## src/rtl/pp_fifo_pkg.sv

```systemverilog
package pp_fifo_pkg;
  localparam int NUM_BANKS = 2;
  typedef logic bank_id_t;
  localparam bank_id_t BANK_RESET = 1'b0;
endpackage

```

## src/rtl/pp_bank.sv

```systemverilog
module pp_bank #(
  parameter int WIDTH = 32,
  parameter int DEPTH = 16,
  localparam int AW = (DEPTH > 1) ? $clog2(DEPTH) : 1,
  localparam int CW = $clog2(DEPTH + 1)
) (
  input  logic             clk,
  input  logic             rst,
  input  logic             we,
  input  logic [WIDTH-1:0] wdata,
  input  logic             re,
  output logic [WIDTH-1:0] rdata,
  output logic [CW-1:0]    count
);
  logic [WIDTH-1:0] mem [DEPTH];
  logic [AW-1:0]    wptr_q, rptr_q;

  function automatic logic [AW-1:0] bump(input logic [AW-1:0] p);
    return (p == AW'(DEPTH - 1)) ? '0 : p + 1'b1;
  endfunction

  always_ff @(posedge clk) begin
    if (we) mem[wptr_q] <= wdata;
  end

  always_ff @(posedge clk) begin
    if (rst) begin
      wptr_q <= '0;
      rptr_q <= '0;
      count  <= '0;
    end else begin
      if (we) wptr_q <= bump(wptr_q);
      if (re) rptr_q <= bump(rptr_q);
      case ({we, re})
        2'b10:   count <= count + 1'b1;
        2'b01:   count <= count - 1'b1;
        default: count <= count;
      endcase
    end
  end

  assign rdata = mem[rptr_q];
endmodule

```

## src/rtl/pp_role_ctrl.sv

```systemverilog
module pp_role_ctrl
  import pp_fifo_pkg::*;
#(
  parameter int DEPTH = 16,
  localparam int CW = $clog2(DEPTH + 1)
) (
  input  logic          clk,
  input  logic          rst,
  input  logic [CW-1:0] cnt0,
  input  logic [CW-1:0] cnt1,
  output bank_id_t      role_q,
  output bank_id_t      wr_bank,
  output logic          wr_full,
  output logic          rd_empty
);
  logic [CW-1:0] fill_cnt, drain_cnt;
  logic          fill_done, drain_dry, swap_now;

  assign fill_cnt  = role_q ? cnt1 : cnt0;
  assign drain_cnt = role_q ? cnt0 : cnt1;
  assign fill_done = (fill_cnt == CW'(DEPTH));
  assign drain_dry = (drain_cnt == '0);
  assign swap_now  = fill_done && drain_dry;

  assign wr_bank  = role_q ^ swap_now;
  assign wr_full  = fill_done && !drain_dry;
  assign rd_empty = drain_dry && !fill_done;

  always_ff @(posedge clk) begin
    if (rst) role_q <= BANK_RESET;
    else     role_q <= wr_bank;
  end
endmodule

```

## src/rtl/pp_fifo_pair.sv

```systemverilog
module pp_fifo_pair
  import pp_fifo_pkg::*;
#(
  parameter int WIDTH = 32,
  parameter int DEPTH = 16,
  localparam int CW = $clog2(DEPTH + 1)
) (
  input  logic             clk,
  input  logic             rst,
  input  logic             wr_valid,
  input  logic [WIDTH-1:0] wr_data,
  output logic             wr_full,
  output logic             rd_valid,
  input  logic             rd_ready,
  output logic [WIDTH-1:0] rd_data,
  output logic             rd_empty
);
  logic [CW-1:0]        bank_cnt   [NUM_BANKS];
  logic [WIDTH-1:0]     bank_rdata [NUM_BANKS];
  logic [NUM_BANKS-1:0] bank_we, bank_re;
  bank_id_t             role_q, wr_bank;
  logic                 wr_fire, rd_fire;

  pp_role_ctrl #(.DEPTH(DEPTH)) u_role (
    .clk      (clk),
    .rst      (rst),
    .cnt0     (bank_cnt[0]),
    .cnt1     (bank_cnt[1]),
    .role_q   (role_q),
    .wr_bank  (wr_bank),
    .wr_full  (wr_full),
    .rd_empty (rd_empty)
  );

  assign wr_fire  = wr_valid && !wr_full;
  assign rd_valid = !rd_empty;
  assign rd_fire  = rd_ready && rd_valid;

  for (genvar b = 0; b < NUM_BANKS; b++) begin : g_bank
    assign bank_we[b] = wr_fire && (wr_bank == bank_id_t'(b));
    assign bank_re[b] = rd_fire && (wr_bank != bank_id_t'(b));
    pp_bank #(.WIDTH(WIDTH), .DEPTH(DEPTH)) u_bank (
      .clk   (clk),
      .rst   (rst),
      .we    (bank_we[b]),
      .wdata (wr_data),
      .re    (bank_re[b]),
      .rdata (bank_rdata[b]),
      .count (bank_cnt[b])
    );
  end

  assign rd_data = bank_rdata[~wr_bank];
endmodule

```

## config.mk

```make
export PLATFORM = sky130hd
export DESIGN_NAME = pp_fifo_pair
export DESIGN_NICKNAME = d
export VERILOG_FILES = /design/src/rtl/pp_fifo_pkg.sv /design/src/rtl/pp_bank.sv /design/src/rtl/pp_role_ctrl.sv /design/src/rtl/pp_fifo_pair.sv
export SDC_FILE = /design/constraint.sdc
export NUM_CORES = 1
export LEC_CHECK = 0
export BUFFER_PORTS_ARGS = -buffer_cell sky130_fd_sc_hd__buf_2
export CORE_MARGIN = 5
export CORE_UTILIZATION = 50
export DETAILED_ROUTE_END_ITERATION = 8
export PLACE_DENSITY = 0.76
export SYNTH_ARGS = -nofsm -noshare
export SYNTH_HDL_FRONTEND = slang
export SYNTH_SLANG_ARGS = --single-unit
```

## constraint.sdc

```tcl
create_clock -name clk -period 17.2 [get_ports clk]
set_input_delay 3.44 -clock clk [delete_from_list [all_inputs] [get_ports clk]]
set_output_delay 3.44 -clock clk [all_outputs]
set_load 0.05 [all_outputs]
```

# Word-level counts from Yosys, hierarchy flattened
# Memories as Yosys holds them, arrays and structs flattened. A register that Yosys moved wholly into a read port is not among the register bits.
# Cells that the tools add are included.
dict set report word_totals {
  inputBits 36
  latchBits 0
  out_inout_bits 35
  rom_bits 0
  regBits 27
  ramBits 1024
  memories 2
}
dict set report op_classes {
  add_sub_neg 8
  n_reduce_logical 16
  n_eq_ne 9
  bitwise 3
  n_lt_le_gt_ge 1
  n_div 0
  muxes 19
  n_shift 0
  n_mul 0
}
# name depth word_bits rd rd_clocked_by_memory_dff wr line_no
set mem_list {}
lappend mem_list {{g_bank[0].u_bank.mem} 16 32 1 1 1 pp_bank.sv:15} ;# logic [WIDTH-1:0] mem [DEPTH];
lappend mem_list {{g_bank[1].u_bank.mem} 16 32 1 1 1 pp_bank.sv:15}
# cell count
set ops {}
lappend ops {{32-bit two-way mux} 3}
lappend ops {{4-bit two-way mux} 8}
lappend ops {{5-bit case mux with 2 select lines} 2}
lappend ops {{4-bit by 1-bit adder with 4-bit output (second input constant)} 4}
lappend ops {{4-bit equality test (second input constant)} 4}
lappend ops {{5-bit by 1-bit adder with 5-bit output (second input constant)} 2}
lappend ops {{5-bit two-way mux} 2}
lappend ops {{5-bit by 1-bit subtractor with 5-bit output (second input constant)} 2}
lappend ops {{1-bit logical AND} 9}
lappend ops {{5-bit equality test (second input constant)} 1}
lappend ops {{5-bit zero test} 1}
lappend ops {{2-bit by 1-bit equality test with 1-bit output (second input constant)} 2}
lappend ops {{2-bit equality test (second input constant)} 2}
lappend ops {{1-bit zero test} 4}
lappend ops {{1-bit two-way mux} 4}
lappend ops {{2-bit nonzero test} 2}
lappend ops {{2-bit >= comparator (second input constant)} 1}
lappend ops {{1-bit inverter with 2-bit output} 1}
lappend ops {{1-bit inverter} 1}
lappend ops {{1-bit bitwise XOR} 1}

# Longest topological paths before layout
dict set report depth {
  ltp_word 9
  ltp_mapped 11
  ltp_nobuf 9
}

# Hierarchy
# A second synthesis with hierarchy kept.
dict set report unflattened {
  cells_unflattened 1842
  hier_area_um2 40756.6
}
# mod area_each_um2 seq_area_each_um2 cells_each instances
set by_module_without_submodules {}
lappend by_module_without_submodules {pp_bank 20040.5 15715.1 894 2}
lappend by_module_without_submodules {pp_fifo_pair 556.8 0.0 41 1}
lappend by_module_without_submodules {pp_role_ctrl 118.9 20.0 13 1}

# Worst setup path after synthesis
# No wires, ideal clock.
dict set report synth_path {
  path_type {input to register}
  start {input wr_valid}
  end {memory g_bank[0].u_bank.mem[0][0] (enable)}
  path_buffers 0
  required_time_ns 16.687
  cell_stages 3
  setup_slack_ns 9.197
  setup_ns 0.513
  arrival_time_ns 7.490
  cell_sequence {a21boi_1 nand2_2 nor4b_1}
}
dict set report synth_between {
  elab_chain_len 4
}
# item line_no
set synth_rtl {}
lappend synth_rtl {{start: declaration} pp_fifo_pair.sv:10} ;# input logic wr_valid,
lappend synth_rtl {{1-bit logical AND} pp_fifo_pair.sv:35} ;# assign wr_fire = wr_valid && !wr_full;
lappend synth_rtl {{1-bit logical AND} pp_fifo_pair.sv:40} ;# assign bank_we[b] = wr_fire && (wr_bank == bank_id_t'(b));
lappend synth_rtl {{1-bit two-way mux} pp_bank.sv:23} ;# if (we) mem[wptr_q] <= wdata;
lappend synth_rtl {{1-bit two-way mux (implied by the code)} pp_bank.sv:23}
lappend synth_rtl {{end: declaration} pp_bank.sv:15}
# Every way passes these cells.

==> metrics.md <==
| Metric | Value |
|---|---|
| Number of enable flip-flop cells after synthesis | `1024` |
| Most used DFF post-synth | `edfxtp_1` |
| Critical Path End | `rd_data[4]` |
| Post-layout instance area | `45400 um^2` |
| Ports | `71` |
| Largest net degree at the start of global routing | `76` |
| Fmax achieved | `0.118 GHz` |
| Final worst-path cycle share | `0.492` |
| GR Util All Layers | `0.223` |
| WP buf/inv | `3` |
| Reg2Reg Setup Slack | `13890 ps` |
| PwrDens | `139 nW/um^2` |
| GR Util met2 | `0.378` |
| Die span in x | `295 um` |
| CP Class | `reg2out` |
| Number of global-route vias before repair | `20.5k` |
| Leakage power | `14.1 nW` |
| Resized Gates After CTS | `0` |
| Final Setup Violations | `0` |
| CTS Root Cell | `clkbuf_16` |
| RSZ-0062 raised after global routing | `false` |
| Hold WS | `503 ps` |
| Arrival time worst endpoint | `5030 ps` |
| Synthesis-stage register bit count | `1059` |
| Placed cell areas | `42300 um^2` |
| Overflow after GRT | `0` |
| Syn nets | `1905` |
| Number of routed nets with antenna violations | `0` |
| Vias per cell | `6.43` |
| Post-Syn Area | `40500 um^2` |
| Critical-path cell list | `buf_4, buf_4, mux4_2, a22oi_1, nand2_1, nand2_1, o21ai_0, buf_2` |
| Family with the most delay on the worst path | `buffers and inverters` |
| Post-route DRC violation count | `0` |
| Final HPWL DP | `47700 um` |
| Sequential share of the synthesized area | `0.776` |
| Met1 usage | `0.294` |
| CP required | `13760 ps` |
| DR WL/cell | `31.1 um` |
| Syn Area/Cell | `21.8 um^2` |
| Startpoint Class | `register` |
| Final nets | `2018` |
| Status | `complete, no violations` |
| IO buf count | `70` |
| Die height | `295 um` |
| Synth unique cells | `59` |
| Worst path depth | `8` |
| CTS tree | `yes` |
| Slew headroom | `0.202` |
| WL final | `96700 um` |
| Reg2Reg Depth | `6` |
| Starting Density | `0.504` |
| Min cycle time layout | `8470 ps` |
| CTS Buf Count | `96` |
| Initial antenna violation count | `9` |
| FF-to-FF Start | `g_bank[1].u_bank.count[0]` |
| Clock tree buffer depth | `3` |
| Transition time of the tightest slew-check pin | `1200 ps` |
| Fin. max-slew vios | `0` |
| Clock skew | `31.9 ps` |
| Clk_lat worst skew | `680 ps` |
| Yosys warnings | `0` |
| Placeable Area | `80400 um^2` |
| CTS clk-pin slew, worst paths | `70 ps` |
| Cell row count | `104` |
| Via count | `20.0k` |
| Pre-antenna DRT Iters | `9` |
| Max cap viols | `0` |
| Ys async rst share | `0` |
| Post-CTS setup buffer count | `0` |
| Area delta synth->final | `12.0%` |
| Layout cell share with drive strength beyond 1 | `0.280` |
| Crit path max fanout | `47` |
| Initial DRC Count | `2697` |
| Grt met3 use | `0.0512` |
| Setup TNS | `0 ps` |
| Crit-path slowest cell | `dfxtp_4` |
| Cell count after synthesis | `1856` |
| Crit. End Element | `output port` |
| First-pass GRT wire length | `141000 um` |
| Worst path max stage delay | `910 ps` |
| Final Hold Viols | `0` |
| Reg2reg end | `g_bank[0].u_bank.mem[10][18]` |
| Num Clock Sinks | `1059` |
| Cts hold-fix bufs | `0` |
| Peak supply drop | `0.0000835 V` |
| Placed cells | `2931` |
| RD Place Congestion | `0.779` |
| H-tree depth | `3` |
| Hold Crit Class | `reg2reg` |
| Die area | `86800 um^2` |
| Busiest layer in global routing | `met2` |
| Non-Filler Instances | `3108` |
==> report_power, final <==
group          switching [mW]  leakage [nW]  internal [mW]
combinational           0.716          3.09          0.491
clock                   0.915          1.51           1.20
sequential             0.0922          9.51           2.90
total                    1.72          14.1           4.59
==> area by class of cell <==
class	count	area, um^2
antenna	4	10.0
fill	5665	35000
timing repair buffer	121	733
tap	1060	1330
sequential	1059	31500
clock inverter	53	559
clock buffer	120	2540
multi-input combinational	680	8700
inverter	11	41.3
==> per-layer routing <==
metal	part of all wire	wire, um	vias up
li1	-	-	8081
met1	0.37	35400	10600
met2	0.51	49300	1126
met3	0.095	9230	187
met4	0.028	2710	10
met5	0.00077	74	-
==> cell usage in the layout (no fill, tap or decap), types with 10 or more instances in the layout <==
| master | instances |
|---|---|
| a21oi_1 | 20 |
| a221oi_1 | 32 |
| a22o_1 | 32 |
| a22oi_1 | 65 |
| and3_2 | 12 |
| buf_2 | 70 |
| buf_4 | 51 |
| bufinv_16 | 10 |
| clkbuf_1 | 20 |
| clkbuf_16 | 97 |
| clkinv_1 | 18 |
| clkinv_2 | 14 |
| dfxtp_1 | 31 |
| edfxtp_1 | 1024 |
| ha_1 | 13 |
| inv_1 | 11 |
| mux4_2 | 256 |
| nand2_1 | 86 |
| nor2_1 | 19 |
| nor2_4 | 11 |
| o21ai_0 | 38 |
==> sequential cells by signal (all words and copies together), names as in the netlist, named ones only <==
name	cells
g_bank.u_bank.rptr_q	8
u_role.role_q	1
g_bank.u_bank.mem	1024
g_bank.u_bank.count	10
g_bank.u_bank.wptr_q	8
==> per-stage QoR <==
step,worst slack [ps],util,power [mW]
after floorplan,9200,-,3.94
after global placement,9460,0.526,4.21
after detailed placement,9400,0.526,4.25
after CTS,8620,0.564,6.35
after global routing,8340,0.564,6.54
final,8730,0.564,6.31
==> how the worst min path moves through the flow <==
stage	from	to	depth (start not counted)
6_report	g_bank[1].u_bank.rptr_q[1]	register	2
5_1_grt	g_bank[1].u_bank.rptr_q[1]	register	2
4_1_cts	g_bank[1].u_bank.rptr_q[1]	register	2
3_5_place_dp	g_bank[1].u_bank.rptr_q[1]	register	2
3_3_place_gp	g_bank[1].u_bank.rptr_q[1]	register	2
2_1_floorplan	g_bank[0].u_bank.rptr_q[3]	register	2
==> worst min-delay path: stages (launching register included) <==
cell and delay [ps]:
dfxtp_1 340, nand2_1 60, a21oi_1 60
==> kinds of logic (layout without fill, tap and decap cells) <==
family | count (synthesis) | count (layout) | synth area share
flip-flops | 1059 | 1059 | 0.776
multiplexers | 261 | 261 | 0.144
AO/OA/AOI/OAI | 210 | 210 | 0.0380
AND/OR/NAND/NOR | 189 | 189 | 0.0227
buffers and inverters | 117 | 305 | 0.0137
adder cells (fa/ha/maj) | 13 | 13 | 0.00402
XOR/XNOR | 7 | 7 | 0.00151
other | 0 | 4 | 0
==> synthesized netlist by cell type, drive strengths merged (8+ instances only) <==
cell type     n  share of area
and3         14         0.0022
nand2        87         0.0081
o21ai        39         0.0049
a22oi        65          0.012
a31oi         8         0.0012
dfxtp        35          0.017
a221oi       32         0.0069
a21oi        20         0.0025
inv          11         0.0010
a22o         32         0.0069
nor2         30         0.0028
ha           13         0.0040
nand3        10         0.0015
nor3         11         0.0014
clkbuf       65         0.0065
buf          38         0.0048
edfxtp     1024           0.76
mux4        256           0.14
No activity file was read; power rests on OpenSTA's default activity.
